--- src/rtl/dmairq_pkg.sv ---
package dmairq_pkg;
  localparam int unsigned ADDR_W = 12;
  localparam int unsigned REG_W  = 32;

  localparam logic [ADDR_W-1:0] OFS_SUMMARY = 12'h000;
  localparam logic [ADDR_W-1:0] OFS_PEND    = 12'h004;
  localparam logic [ADDR_W-1:0] OFS_EN_SET  = 12'h010;
  localparam logic [ADDR_W-1:0] OFS_EN_CLR  = 12'h01C;
  localparam logic [ADDR_W-1:0] OFS_CH_STAT = 12'hFE0;
endpackage

--- src/rtl/dmairq_flag_capture.sv ---
module dmairq_flag_capture #(
  parameter int unsigned NUM_CH = 15
) (
  input  logic              clk,
  input  logic              rst_n,
  input  logic [NUM_CH-1:0] chan_flag,
  output logic [NUM_CH-1:0] flags_q
);
  logic [NUM_CH-1:0] flags_d;
  logic              past_ok;

  always_comb begin
    flags_d = chan_flag;
  end

  always_ff @(posedge clk or negedge rst_n) begin
    if (!rst_n) begin
      flags_q <= '0;
      past_ok <= 1'b0;
    end else begin
      flags_q <= flags_d;
      past_ok <= 1'b1;
    end
  end

  // the captured word trails the channel inputs by one edge
  p_status_follows_r2: assert property (@(posedge clk) disable iff (!rst_n)
    past_ok |-> flags_q == $past(chan_flag));
endmodule

--- src/rtl/dmairq_line_map.sv ---
module dmairq_line_map #(
  parameter int unsigned NUM_CH        = 15,
  parameter int unsigned NUM_DEDICATED = 11,
  parameter int unsigned LINE_BASE     = 16,
  parameter int unsigned BANK_W        = 32
) (
  input  logic [NUM_CH-1:0] flags,
  output logic [BANK_W-1:0] lines
);
  localparam int unsigned SHARED_LINE = LINE_BASE + NUM_DEDICATED;
  localparam int unsigned NUM_SHARED  = NUM_CH - NUM_DEDICATED;

  logic [BANK_W-1:0] ded_lines;
  logic              shared_any;

  for (genvar i = 0; i < BANK_W; i++) begin : g_line
    if (i >= LINE_BASE && i < SHARED_LINE) begin : g_ded
      assign ded_lines[i] = flags[i-LINE_BASE];
    end else begin : g_none
      assign ded_lines[i] = 1'b0;
    end
  end

  if (NUM_SHARED > 0) begin : g_shared
    assign shared_any = |flags[NUM_CH-1:NUM_DEDICATED];
  end else begin : g_noshared
    assign shared_any = 1'b0;
  end

  always_comb begin
    lines = ded_lines;
    lines[SHARED_LINE] = shared_any;
  end
endmodule

--- src/rtl/dmairq_bank_ctrl.sv ---
module dmairq_bank_ctrl #(
  parameter int unsigned BANK_W  = 32,
  parameter int unsigned AGG_BIT = 8,
  parameter int unsigned SUM_W   = 32
) (
  input  logic              clk,
  input  logic              rst_n,
  input  logic              set_we,
  input  logic              clr_we,
  input  logic [BANK_W-1:0] wdata,
  input  logic [BANK_W-1:0] lines,
  output logic [BANK_W-1:0] enable_q,
  output logic [BANK_W-1:0] pend,
  output logic [SUM_W-1:0]  summary,
  output logic              cpu_irq
);
  logic [BANK_W-1:0] enable_d;
  logic              en_ce;
  logic              past_ok;

  always_comb begin
    en_ce    = set_we | clr_we;
    enable_d = enable_q;
    if (set_we) enable_d = enable_d | wdata;
    if (clr_we) enable_d = enable_d & ~wdata;
  end

  always_ff @(posedge clk or negedge rst_n) begin
    if (!rst_n) begin
      enable_q <= '0;
      past_ok  <= 1'b0;
    end else begin
      past_ok <= 1'b1;
      if (en_ce) enable_q <= enable_d;
    end
  end

  always_comb begin
    pend             = lines & enable_q;
    summary          = '0;
    summary[AGG_BIT] = |pend;
    cpu_irq          = |summary;
  end

  // bits written to the set register are enabled afterwards
  p_enable_set_r7: assert property (@(posedge clk) disable iff (!rst_n)
    (past_ok && $past(set_we) && !$past(clr_we)) |-> ((enable_q & $past(wdata)) == $past(wdata)));
  // bits written to the clear register are disabled afterwards
  p_enable_clr_r8: assert property (@(posedge clk) disable iff (!rst_n)
    (past_ok && $past(clr_we)) |-> ((enable_q & $past(wdata)) == '0));
  // without a write strobe the enable word holds
  p_enable_hold_r7: assert property (@(posedge clk) disable iff (!rst_n)
    (past_ok && !$past(set_we) && !$past(clr_we)) |-> $stable(enable_q));
  // nothing outside the enable word is ever pending
  p_pend_masked_r5: assert property (@(posedge clk) disable iff (!rst_n)
    (pend & ~enable_q) == '0);
endmodule

--- src/rtl/dma_irq_aggregator.sv ---
module dma_irq_aggregator
  import dmairq_pkg::*;
#(
  parameter int unsigned NUM_CH        = 15,
  parameter int unsigned NUM_DEDICATED = 11,
  parameter int unsigned LINE_BASE     = 16,
  parameter int unsigned BANK_W        = 32,
  parameter int unsigned AGG_BIT       = 8
) (
  input  logic              clk,
  input  logic              rst_n,
  input  logic [NUM_CH-1:0] chan_flag,
  input  logic              wr_en,
  input  logic [ADDR_W-1:0] addr,
  input  logic [REG_W-1:0]  wr_data,
  output logic [REG_W-1:0]  rd_data,
  output logic              cpu_irq
);
  localparam int unsigned SHARED_LINE = LINE_BASE + NUM_DEDICATED;

  logic [1:0]        rst_sync;
  logic              rst_q_n;
  logic [NUM_CH-1:0] stat_q;
  logic [BANK_W-1:0] raw_lines;
  logic [BANK_W-1:0] enable_q;
  logic [BANK_W-1:0] pend;
  logic [REG_W-1:0]  summary;
  logic              set_we;
  logic              clr_we;

  always_ff @(posedge clk or negedge rst_n) begin
    if (!rst_n) rst_sync <= 2'b00;
    else        rst_sync <= {rst_sync[0], 1'b1};
  end
  assign rst_q_n = rst_sync[1];

  dmairq_flag_capture #(.NUM_CH(NUM_CH)) u_cap (
    .clk(clk), .rst_n(rst_q_n), .chan_flag(chan_flag), .flags_q(stat_q)
  );

  dmairq_line_map #(
    .NUM_CH(NUM_CH), .NUM_DEDICATED(NUM_DEDICATED),
    .LINE_BASE(LINE_BASE), .BANK_W(BANK_W)
  ) u_map (
    .flags(stat_q), .lines(raw_lines)
  );

  always_comb begin
    set_we = wr_en && (addr == OFS_EN_SET);
    clr_we = wr_en && (addr == OFS_EN_CLR);
  end

  dmairq_bank_ctrl #(
    .BANK_W(BANK_W), .AGG_BIT(AGG_BIT), .SUM_W(REG_W)
  ) u_bank (
    .clk(clk), .rst_n(rst_q_n), .set_we(set_we), .clr_we(clr_we),
    .wdata(wr_data[BANK_W-1:0]), .lines(raw_lines), .enable_q(enable_q),
    .pend(pend), .summary(summary), .cpu_irq(cpu_irq)
  );

  always_comb begin
    rd_data = '0;
    case (addr)
      OFS_SUMMARY: rd_data = summary;
      OFS_PEND:    rd_data = REG_W'(pend);
      OFS_EN_SET:  rd_data = REG_W'(enable_q);
      OFS_CH_STAT: rd_data = REG_W'(stat_q);
      default:     rd_data = '0;
    endcase
  end

  // the shared line follows the captured flags of the shared channels
  p_shared_line_r4: assert property (@(posedge clk) disable iff (!rst_q_n)
    raw_lines[SHARED_LINE] == (stat_q[NUM_CH-1:NUM_DEDICATED] != '0));
  // with no channel flag captured, the CPU request is low
  p_quiet_when_clear_r10: assert property (@(posedge clk) disable iff (!rst_q_n)
    (stat_q == '0) |-> !cpu_irq);
  // the CPU request tracks the aggregate summary bit
  p_irq_matches_sum_r9: assert property (@(posedge clk) disable iff (!rst_q_n)
    cpu_irq == summary[AGG_BIT]);
endmodule

--- config.mk ---
export PLATFORM = sky130hd
export DESIGN_NAME = dma_irq_aggregator
export DESIGN_NICKNAME = d
export VERILOG_FILES = /design/src/rtl/dmairq_pkg.sv /design/src/rtl/dmairq_flag_capture.sv /design/src/rtl/dmairq_line_map.sv /design/src/rtl/dmairq_bank_ctrl.sv /design/src/rtl/dma_irq_aggregator.sv
export SDC_FILE = /design/constraint.sdc
export NUM_CORES = 1
export LEC_CHECK = 0
export BUFFER_PORTS_ARGS = -buffer_cell sky130_fd_sc_hd__buf_2
export CORE_MARGIN = 2
export CORE_UTILIZATION = 40
export DETAILED_ROUTE_END_ITERATION = 6
export HOLD_SLACK_MARGIN = 0.15
export PLACE_DENSITY = 0.71
export SYNTH_ARGS = -nofsm -noshare
export SYNTH_HDL_FRONTEND = slang
export SYNTH_SLANG_ARGS = --single-unit
export TNS_END_PERCENT = 1
--- constraint.sdc ---
create_clock -name clk -period 2.3 [get_ports clk]
set_input_delay 0.575 -clock clk [delete_from_list [all_inputs] [get_ports clk]]
set_output_delay 0.575 -clock clk [all_outputs]
set_load 0.02 [all_outputs]
==> flow_summary.json <==
{
  "status": "complete, but fails checks",
  "violations": "negative setup slack",
  "first_iter_violations": 90,
  "dpl.hpwl_mm": 4.25,
  "fin_cells": 375,
  "nFillCells": 463,
  "hold_viol": 0,
  "critPathLaunchType": "input port",
  "cts_root_buffer": "clkbuf_8",
  "clockBufferDepth": 2,
  "dieWidth_um": 79.2,
  "diodes": 0,
  "area_growth_pct": 45.2,
  "via_per_inst": 5.19,
  "syn_area_um2": 2260,
  "p_per_area_nw_per_um2": 502,
  "avgRoutedWirePerCell_um": 16.0,
  "syn_nets": 257,
  "slew_violations": 0,
  "critPathMaxStageDelay_ns": 0.57,
  "crit_path_max_fanout": 7,
  "path_cells": "buf_6, or4_4, nor4_4, buf_4, a21oi_1, nor2b_2, buf_6",
  "ys_ff_latch": 49,
  "max-slew-margin-rel_pct": 61.2,
  "rsz0062_at_grt": "yes",
  "std_cell_rows": 27,
  "skew_ns": 0.00320,
  "path_common_cell": "buf_6",
  "antenna_left": 0,
  "p_leak_uw": 0.00151,
  "synth_enable_flop_cells": 0,
  "fin_nets": 364,
  "path_delay_family": "simple AND/OR/NAND/NOR gates",
  "placed_area_um2": 2950,
  "core_area_um2": 5470,
  "io_buffers": 94,
  "cts_inserted_buffers": 5,
  "io_pins": 95,
  "clock_latency_ns": 0.30,
  "path_buf_inv": 3,
  "min_period_ns": 2.65,
  "fin_crit_sh_pct": 115,
  "path_class": "input port to output port",
  "postLayoutSetupSlackWorst_ns": -0.349,
  "end_kind": "output port",
  "grt-ovfl-total": 0,
  "netlist.area_leader.share_pct": 54.1,
  "path_clk_slew_ns": 0.09,
  "setup_tns_ns": -9.74,
  "fp.dieH_um": 79.2,
  "place.gp.congestion": 0.746,
  "yosys_warnings": 0,
  "postRouteWirelength_mm": 6.00,
  "drive_gt1_share_pct": 56.4,
  "postLayoutCellArea_um2": 3290,
  "worstMarginPinSlew_ns": 0.582,
  "clock.fmax_mhz": 377,
  "ir_drop_v": 0.000355,
  "pre_cts_ws_ns": -0.409,
  "antenna_found_initial": 0,
  "required_ns": 1.73,
  "multiInputGateArea_um2": 995,
  "grt_max_degree": 48,
  "yosys.area.top_type": "dfrtp_1",
  "grt_pass1_vias": 1963,
  "synth_ff_type": "dfrtp_1",
  "dp_cells": 364,
  "fp.dieArea_um2": 6280,
  "synth_area_per_cell_um2": 11.6,
  "cts_tree": "done",
  "synth.distinct_cells": 28,
  "synth_area_leaders": "dfrtp_1 54%, a21oi_2 12%, a21oi_1 9.9%, a22o_1 6.6%, nor2b_1 3.0%",
  "track_usage_pct": 20.6,
  "synth.most_common_cell": "dfrtp_1",
  "ys_seq_area_share_pct": 54.1,
  "cts_num_sinks": 49,
  "maxCapViolCount": 0,
  "setup_violations": 32,
  "drc_errors": 0,
  "critPathSlowestCell": "or4_4",
  "async_flop_share_pct": 100,
  "synthCells": 195,
  "first_pass_iters": 4,
  "synthTopCellsByCount": "49 x dfrtp_1, 45 x a21oi_1, 30 x a21oi_2",
  "grt_pass1_wl_mm": 9.70,
  "worst_hold_path_type": "register to async pin",
  "vias": 1947,
  "register_area_um2": 1230,
  "htree_levels": 2,
  "initial_core_util_pct": 41.4,
  "cp_data_arrival_time_ns": 2.07
}
==> final timing paths <==
check | from | depth (start not counted) | end | slack, ns
max in group asynchronous | rst_sync[1] | 1 | u_cap.flags_q[12] | 1.55
worst min register to register | rst_sync[1] | 1 | async pin | 0.34
worst min-delay path | rst_sync[1] | 1 | async pin | 0.34
worst max-delay path | addr[10] | 7 | rd_data[24] | -0.35
min in group clk | rst_sync[0] | 0 | rst_sync[1] | 0.36
worst max register to register | rst_sync[1] | 1 | u_cap.flags_q[12] | 1.55
==> stage by stage <==
| step | total power (µW) | hold slack [ns] | utilization [%] |
|---|---|---|---|
| finish | 1650 | 0.342 | 60.1 |
| global route | 1730 | 0.342 | 60.1 |
| detailed placement | 1020 | 0.346 | 53.8 |
| global placement | 1020 | 0.336 | 53.8 |
| CTS | 1670 | 0.359 | 59.8 |
| floorplan | 932 | 0.279 | - |
==> logic make-up (layout without fill, tap and decap cells) <==
| family | after synthesis | in the layout | share of synthesized area (%) |
|---|---|---|---|
| AND/OR/NAND/NOR | 33 | 33 | 11.3 |
| flip-flops | 49 | 49 | 54.1 |
| AO/OA/AOI/OAI | 98 | 98 | 30.3 |
| buffers and inverters | 14 | 122 | 4.14 |
| other | 1 | 1 | 0.166 |
==> power breakdown <==
| group | internal (µW) | switching, µW | total [µW] |
|---|---|---|---|
| clock network | 354 | 287 | 640 |
| logic | 59.2 | 59.9 | 119 |
| registers | 878 | 14.1 | 893 |
==> routing by layer <==
layer | track usage (%) | up-vias | wire length [µm]
li1 | - | 936 | -
met1 | 26.3 | 928 | 2490
met2 | 33.6 | 76 | 2960
met3 | 6.48 | 7 | 499
met4 | 5.69 | 0 | 48
met5 | 0 | - | 0
==> cell usage in the layout, fill, tap and decap left out, types with 2 or more instances in the layout <==
master    synthesis  routed
buf_2             6      56
dfrtp_1          49      48
a21oi_1          45      44
a21oi_2          30      31
buf_6             3      29
buf_4             3      23
a22o_1           17      17
nor2b_2           0      10
clkbuf_8          0       6
and2_1            5       5
buf_12            0       3
or4_4             2       2
nand4_1           2       2
nor3_4            0       2
nor4_4            2       2
a221oi_1          2       2
inv_1             2       2
nor2_1            2       2
==> area by class of cell <==
cell class / count / area share, %
well taps: 72 / 2.74
multi-input cells: 132 / 30.2
flip-flops and latches: 49 / 37.3
inverters: 2 / 0.228
clock buffers: 6 / 2.51
repair buffers: 112 / 25.8
clock inverters: 2 / 1.14
==> what timing repair did <==
action                                 4_1_cts  5_1_grt
gates cloned                                 2        0
buffers inserted                             3        0
setup endpoints to repair                   32       33
endpoints found under the hold margin        2        0
hold buffers                                 1        0
resized for setup                           41       24
pin swaps                                    5        7
Note: power is estimated with default switching activity, not from simulation.
